<file path="config.mk">
export PLATFORM = sky130hd
export DESIGN_NAME = serial_attenuator
export DESIGN_NICKNAME = d
export VERILOG_FILES = /design/src/rtl/attn_pkg.sv /design/src/rtl/attn_host_rx.sv /design/src/rtl/attn_gain_map.sv /design/src/rtl/attn_scaler.sv /design/src/rtl/serial_attenuator.sv
export SDC_FILE = /design/constraint.sdc
export NUM_CORES = 1
export LEC_CHECK = 0
export ABC_AREA = 1
export BUFFER_PORTS_ARGS = -buffer_cell sky130_fd_sc_hd__buf_2
export CAP_MARGIN = 40
export CORE_MARGIN = 4
export CORE_UTILIZATION = 45
export CTS_CLUSTER_DIAMETER = 100
export DETAILED_ROUTE_END_ITERATION = 12
export GPL_TIMING_DRIVEN = 0
export HOLD_SLACK_MARGIN = 0.05
export PLACE_DENSITY = 0.6
export SLEW_MARGIN = 5
export SYNTH_ARGS = -nofsm -noshare
export SYNTH_HDL_FRONTEND = slang
export SYNTH_SLANG_ARGS = --single-unit
</file>
<file path="constraint.sdc">
create_clock -name clk_i -period 13.7 [get_ports clk_i]
set_input_delay 0 -clock clk_i [delete_from_list [all_inputs] [get_ports clk_i]]
set_output_delay 0 -clock clk_i [all_outputs]
set_load 0.03 [all_outputs]
</file>
<file path="src/rtl/attn_pkg.sv">
`timescale 1ns/1ps
package attn_pkg;
  localparam int unsigned SMP_W   = 16;
  localparam int unsigned CODE_W  = 6;
  localparam int unsigned SIG_W   = 8;
  localparam int unsigned FRAC    = 15;
  localparam int unsigned COEF_W  = FRAC + 1;
  localparam int unsigned SYNC_N  = 2;
  localparam logic [SIG_W-1:0] SIG_VAL = 8'h5D;

  typedef logic [CODE_W-1:0] code_t;
  typedef logic [COEF_W-1:0] coef_t;
endpackage

</file>
<file path="src/rtl/attn_host_rx.sv">
`timescale 1ns/1ps
module attn_host_rx #(
  parameter int unsigned SYNC_N = 2,
  parameter int unsigned SIG_W  = 8,
  parameter int unsigned CODE_W = 6,
  parameter logic [SIG_W-1:0] SIG_VAL = 8'h5D
) (
  input  logic              clk_i,
  input  logic              rst_ni,
  input  logic              hclk_i,
  input  logic              hdata_i,
  input  logic              hload_ni,
  output logic [CODE_W-1:0] code_o
);
  localparam int unsigned CMD_W = SIG_W + CODE_W;
  // idle levels: load high, data low, clock high
  localparam logic [2:0] IDLE = 3'b101;

  logic [2:0] pin_w;
  logic [2:0] syn_w;
  assign pin_w = {hload_ni, hdata_i, hclk_i};

  for (genvar k = 0; k < 3; k++) begin : g_sync
    logic [SYNC_N-1:0] chain_q;
    always_ff @(posedge clk_i or negedge rst_ni) begin
      if (!rst_ni) chain_q <= {SYNC_N{IDLE[k]}};
      else         chain_q <= {chain_q[SYNC_N-2:0], pin_w[k]};
    end
    assign syn_w[k] = chain_q[SYNC_N-1];
  end

  logic hclk_d_q, hload_d_q;
  logic clk_rise_w, ld_fall_w, sig_ok_w;
  logic [CMD_W-1:0]  sr_q;
  logic [CODE_W-1:0] code_q;

  assign clk_rise_w = syn_w[0] & ~hclk_d_q;
  assign ld_fall_w  = ~syn_w[2] & hload_d_q;
  assign sig_ok_w   = (sr_q[SIG_W-1:0] == SIG_VAL);

  always_ff @(posedge clk_i or negedge rst_ni) begin
    if (!rst_ni) begin
      hclk_d_q  <= 1'b1;
      hload_d_q <= 1'b1;
      sr_q      <= '0;
      code_q    <= '0;
    end else begin
      hclk_d_q  <= syn_w[0];
      hload_d_q <= syn_w[2];
      // LSB first: newest bit enters at the top
      if (clk_rise_w) sr_q <= {syn_w[1], sr_q[CMD_W-1:1]};
      if (ld_fall_w && sig_ok_w) code_q <= sr_q[CMD_W-1:SIG_W];
    end
  end

  assign code_o = code_q;

  a_r1_sig_commit: assert property (@(posedge clk_i) disable iff (!rst_ni)
    (ld_fall_w && sig_ok_w) |=> code_o == $past(sr_q[CMD_W-1:SIG_W]));
  a_r2_bad_sig_hold: assert property (@(posedge clk_i) disable iff (!rst_ni)
    (ld_fall_w && !sig_ok_w) |=> $stable(code_o));
  a_r3_no_load_hold: assert property (@(posedge clk_i) disable iff (!rst_ni)
    !ld_fall_w |=> $stable(code_o));
endmodule

</file>
<file path="src/rtl/attn_gain_map.sv">
`timescale 1ns/1ps
module attn_gain_map #(
  parameter int unsigned CODE_W = 6,
  parameter int unsigned FRAC   = 15
) (
  input  logic [CODE_W-1:0] code_i,
  output logic [FRAC:0]     coef_o
);
  localparam int unsigned COEF_W = FRAC + 1;
  localparam int unsigned SH     = FRAC - CODE_W;
  localparam int unsigned MAXC   = (1 << CODE_W) - 1;

  logic [COEF_W-1:0] diff_w;
  assign diff_w = COEF_W'(MAXC) - COEF_W'(code_i);

  // code 0 is unity; others step linearly down to zero at the top code
  always_comb begin
    if (code_i == '0) coef_o = COEF_W'(1) << FRAC;
    else              coef_o = diff_w << SH;
  end
endmodule

</file>
<file path="src/rtl/attn_scaler.sv">
`timescale 1ns/1ps
module attn_scaler #(
  parameter int unsigned SMP_W = 16,
  parameter int unsigned FRAC  = 15
) (
  input  logic             clk_i,
  input  logic             rst_ni,
  input  logic             valid_i,
  input  logic [SMP_W-1:0] data_i,
  input  logic [FRAC:0]    coef_i,
  output logic             valid_o,
  output logic [SMP_W-1:0] data_o
);
  localparam int unsigned COEF_W = FRAC + 1;
  localparam int unsigned PW     = SMP_W + COEF_W + 1;
  localparam logic signed [PW-1:0] HALF = signed'(PW'(1) << (FRAC - 1));
  localparam logic signed [PW-1:0] MAXV = signed'((PW'(1) << (SMP_W - 1)) - PW'(1));
  localparam logic signed [PW-1:0] MINV = -MAXV - signed'(PW'(1));
  localparam logic [COEF_W-1:0] UNITY = COEF_W'(1) << FRAC;

  logic              v1_q, v2_q;
  logic [SMP_W-1:0]  x1_q, y2_q;
  logic [COEF_W-1:0] g1_q;
  logic signed [PW-1:0] prod_w, rnd_w, shr_w;
  logic [SMP_W-1:0]  sat_w;

  assign prod_w = $signed({{(PW-SMP_W){x1_q[SMP_W-1]}}, x1_q})
                * $signed({{(PW-COEF_W){1'b0}}, g1_q});
  assign rnd_w  = prod_w + HALF;
  assign shr_w  = rnd_w >>> FRAC;

  always_comb begin
    if (shr_w > MAXV)      sat_w = MAXV[SMP_W-1:0];
    else if (shr_w < MINV) sat_w = MINV[SMP_W-1:0];
    else                   sat_w = shr_w[SMP_W-1:0];
  end

  // coefficient is captured with the sample: one gain per sample
  always_ff @(posedge clk_i or negedge rst_ni) begin
    if (!rst_ni) begin
      v1_q <= 1'b0;
      x1_q <= '0;
      g1_q <= '0;
      v2_q <= 1'b0;
      y2_q <= '0;
    end else begin
      v1_q <= valid_i;
      if (valid_i) begin
        x1_q <= data_i;
        g1_q <= coef_i;
      end
      v2_q <= v1_q;
      if (v1_q) y2_q <= sat_w;
    end
  end

  assign valid_o = v2_q;
  assign data_o  = v2_q ? y2_q : '0;

  a_r7_two_cycle: assert property (@(posedge clk_i) disable iff (!rst_ni)
    valid_i |=> ##1 valid_o);
  a_r5_mute_zero: assert property (@(posedge clk_i) disable iff (!rst_ni)
    (v1_q && g1_q == '0) |=> data_o == '0);
  a_r4_unity_pass: assert property (@(posedge clk_i) disable iff (!rst_ni)
    (v1_q && g1_q == UNITY) |=> data_o == $past(x1_q));
endmodule

</file>
<file path="src/rtl/serial_attenuator.sv">
`timescale 1ns/1ps
module serial_attenuator
  import attn_pkg::*;
(
  input  logic             clk_i,
  input  logic             rst_ni,
  input  logic             hclk_i,
  input  logic             hdata_i,
  input  logic             hload_ni,
  input  logic             smp_valid_i,
  input  logic [SMP_W-1:0] smp_data_i,
  output logic             smp_valid_o,
  output logic [SMP_W-1:0] smp_data_o
);
  code_t code_w;
  coef_t coef_w;

  attn_host_rx #(
    .SYNC_N (SYNC_N),
    .SIG_W  (SIG_W),
    .CODE_W (CODE_W),
    .SIG_VAL(SIG_VAL)
  ) u_rx (
    .clk_i   (clk_i),
    .rst_ni  (rst_ni),
    .hclk_i  (hclk_i),
    .hdata_i (hdata_i),
    .hload_ni(hload_ni),
    .code_o  (code_w)
  );

  attn_gain_map #(
    .CODE_W(CODE_W),
    .FRAC  (FRAC)
  ) u_map (
    .code_i(code_w),
    .coef_o(coef_w)
  );

  attn_scaler #(
    .SMP_W(SMP_W),
    .FRAC (FRAC)
  ) u_scl (
    .clk_i  (clk_i),
    .rst_ni (rst_ni),
    .valid_i(smp_valid_i),
    .data_i (smp_data_i),
    .coef_i (coef_w),
    .valid_o(smp_valid_o),
    .data_o (smp_data_o)
  );
endmodule

</file>
==> flow_summary.yaml <==
yosys:
  synth-warning-count: 0
  ys_seq_area_share_pct: 22.0
  syn_avg_cell_area_um2: 7.67
  synth_cell_types: 34
  synth_nets: 1223
  synthCells: 1026
  netlist_area_um2: 7870
  synth_seq_cells: 69
global_route:
  globalRoute.busiestLayer: "met2"
  grt_pass1_vias: 6204
  met3_usage_pct: 2.94
  grt_pass1_wl_mm: 29.4
  grt_overflow: 0
  grt_max_degree: 47
  antenna_found_initial: 0
  grt_usage_pct: 18.5
  grtUsageMet2_pct: 31.5
  grtUsageMet1_pct: 24.7
clock_network:
  ctsResizeCount: 0
  clockBufferDepth: 2
  cts.sinks: 69
  htreeDepth: 3
  root_buffer: "clkbuf_16"
  clkTransAtPathRegs_ns: 0.07
  numCtsBuffers: 9
  cts_tree: "yes"
  clk_latency_ns: 0.34
  cts_setup_buffers: 0
floorplan:
  die_area_um2: 19700
  die-height_um: 140
  die_w_um: 140
  io_pins: 39
  core.rowCount: 48
  core_um2: 17200
  initial_utilization_pct: 45.6
outcome:
  status: "finished clean"
cells_and_area:
  diodes: 0
  num-nets-final: 1295
  drive_above_1_share_pct: 9.97
  area_delta_synth_final_pct: 12.7
sta:
  setup_violations: 0
  final.setup.tns_ns: 0
  finalHoldViolCount: 0
  relSlewSlack_pct: 50.6
  post-route-period-util_pct: 47.0
  fin_skew_ns: 0.00970
  rsz0062_at_grt: "false"
  slew_violations: 0
  tightest_slew_ns: 0.741
  fmax_mhz: 155
  period_needed_ns: 6.44
setup_path:
  critPathKind: "flip-flop to flip-flop"
  start_kind: "flip-flop"
  crit_fanout: 10
  cp-end-kind: "flip-flop"
  required_ns: 13.94
  cp.arrival_ns: 6.67
drt:
  drt_iter0_markers: 241
  avgViaCountPerCell: 4.66
  drt-total-wl_mm: 17.1
  routedWlPerCell_um: 12.9
  dr_total_vias: 6183
  antenna_left: 0
  first_pass_iters: 5
  drc: 0
hold_path:
  holdCritPathClass: "primary input to async pin"
place:
  hpwl_mm: 13.9
  portBuffers: 38
  place.gp.congestion: 0.900
flow_run:
  drv_cap: 0
-- worst paths after layout --
check,slack (ns),depth (start not counted),startpoint,endpoint
min reg2reg,0.35,0,u_rx.g_sync[1].chain_q[0],u_rx.g_sync[1].chain_q[1]
min in group clk_i,0.30,2,hclk_i,u_rx.g_sync[0].chain_q[0]
min,0.10,2,rst_ni,u_scl.y2_q[12]
max reg2reg,7.26,22,u_scl.g1_q[13],u_scl.y2_q[14]
max,7.26,22,u_scl.g1_q[13],u_scl.y2_q[14]
max in group asynchronous,13.03,3,rst_ni,u_rx.hload_d_q
-- layer usage --
metal | up-vias | wire length [um]
met5 | - | 0
met2 | 71 | 8420
met1 | 2935 | 7940
met3 | 16 | 520
li1 | 3161 | -
met4 | 0 | 202
-- repair_timing --
action                                  CTS  global route
endpoints found under the setup margin    0             0
hold buffers                             22             0
endpoints found under the hold margin    86             0
-- cell families after synthesis --
logic type               share of synthesized area [%]
buffers and inverters                             14.7
AO/OA/AOI/OAI                                     5.17
AND/OR/NAND/NOR                                   21.4
XOR/XNOR                                          1.56
adder cells (fa/ha/maj)                           35.2
flip-flops                                        22.0
-- flip-flops by register name, indices dropped and copies added, names as in the netlist --
signal,flops
u_rx.sr_q,14
u_scl.valid_o,1
u_rx.hload_d_q,1
u_scl.x1_q,16
u_rx.g_sync.chain_q,6
u_rx.hclk_d_q,1
u_scl.g1_q,7
u_scl.y2_q,16
u_scl.v1_q,1
u_rx.code_o,6
-- cell usage after synthesis, drive strengths merged --
cell	number	area share (%)
o21ai	22	1.4
xor2	9	1.0
o31ai	1	0.16
clkbuf	36	1.7
and2	1	0.080
inv	262	12
dfstp	6	2.0
nor4	2	0.16
nor3	4	0.32
dfrtp	63	20
clkinv	1	0.048
ha	98	16
o22ai	4	0.32
buf	2	0.40
nand4	7	0.56
xnor2	5	0.56
o21bai	4	0.38
nand3	22	1.7
a21oi	36	2.8
o21a	1	0.095
or4	1	0.095
fa	77	20
nand2	319	16
nor2	43	2.2
-- per-stage QoR --
step,instance area (um2),hold slack (ns),util (%),instances,worst slack (ns)
2_1_floorplan,7870,-0.296,-,1026,8.26
3_3_place_gp,8340,0.105,48.4,1289,7.38
3_5_place_dp,8370,-0.0654,48.6,1290,7.31
4_1_cts,8870,0.103,51.4,1328,7.30
5_1_grt,8870,0.134,51.4,1328,6.92
6_report,8870,0.104,51.4,1328,7.26
-- final cells by class --
| class | instances | area, um2 |
|---|---|---|
| inverters | 263 | 987 |
| fillers | 1729 | 8370 |
| flip-flops and latches | 69 | 1730 |
| clock buffers | 9 | 225 |
| clock inverters | 7 | 51.3 |
| multi-input cells | 656 | 4980 |
| well taps | 225 | 282 |
| repair buffers | 61 | 440 |
| plain buffers | 38 | 168 |
-- placed cells by master (no fill, tap or decap), drive strengths merged, types with 6 or more instances in the layout --
cell type / Yosys / routed
a21oi: 36 / 36
buf: 2 / 41
clkbuf: 36 / 45
dfrtp: 63 / 63
dfstp: 6 / 6
dlygate4sd3: 0 / 22
fa: 77 / 77
ha: 98 / 98
inv: 262 / 263
nand2: 319 / 319
nand3: 22 / 22
nand4: 7 / 7
nor2: 43 / 43
o21ai: 22 / 22
xor2: 9 / 9
-- critical path, cell delays in order, from the launching register on --
cell and delay [ns]:
dfrtp_1 0.32, clkbuf_1 0.47, clkbuf_1 0.61, nand2_1 0.17, fa_1 0.57, inv_1 0.05
fa_1 0.52, fa_1 0.45, fa_1 0.52, fa_1 0.49, ha_1 0.31, ha_1 0.39
nand2_2 0.11, inv_1 0.04, a21oi_1 0.19, nand2_1 0.11, a21oi_1 0.26, nand2_2 0.09
nand2_1 0.08, nand3_2 0.12, nand2_4 0.17, buf_6 0.19, a21oi_2 0.07
Power is left out: the tool's default activity adds up to more than one toggle a clock period on the data nets, which glitch-free logic cannot reach.
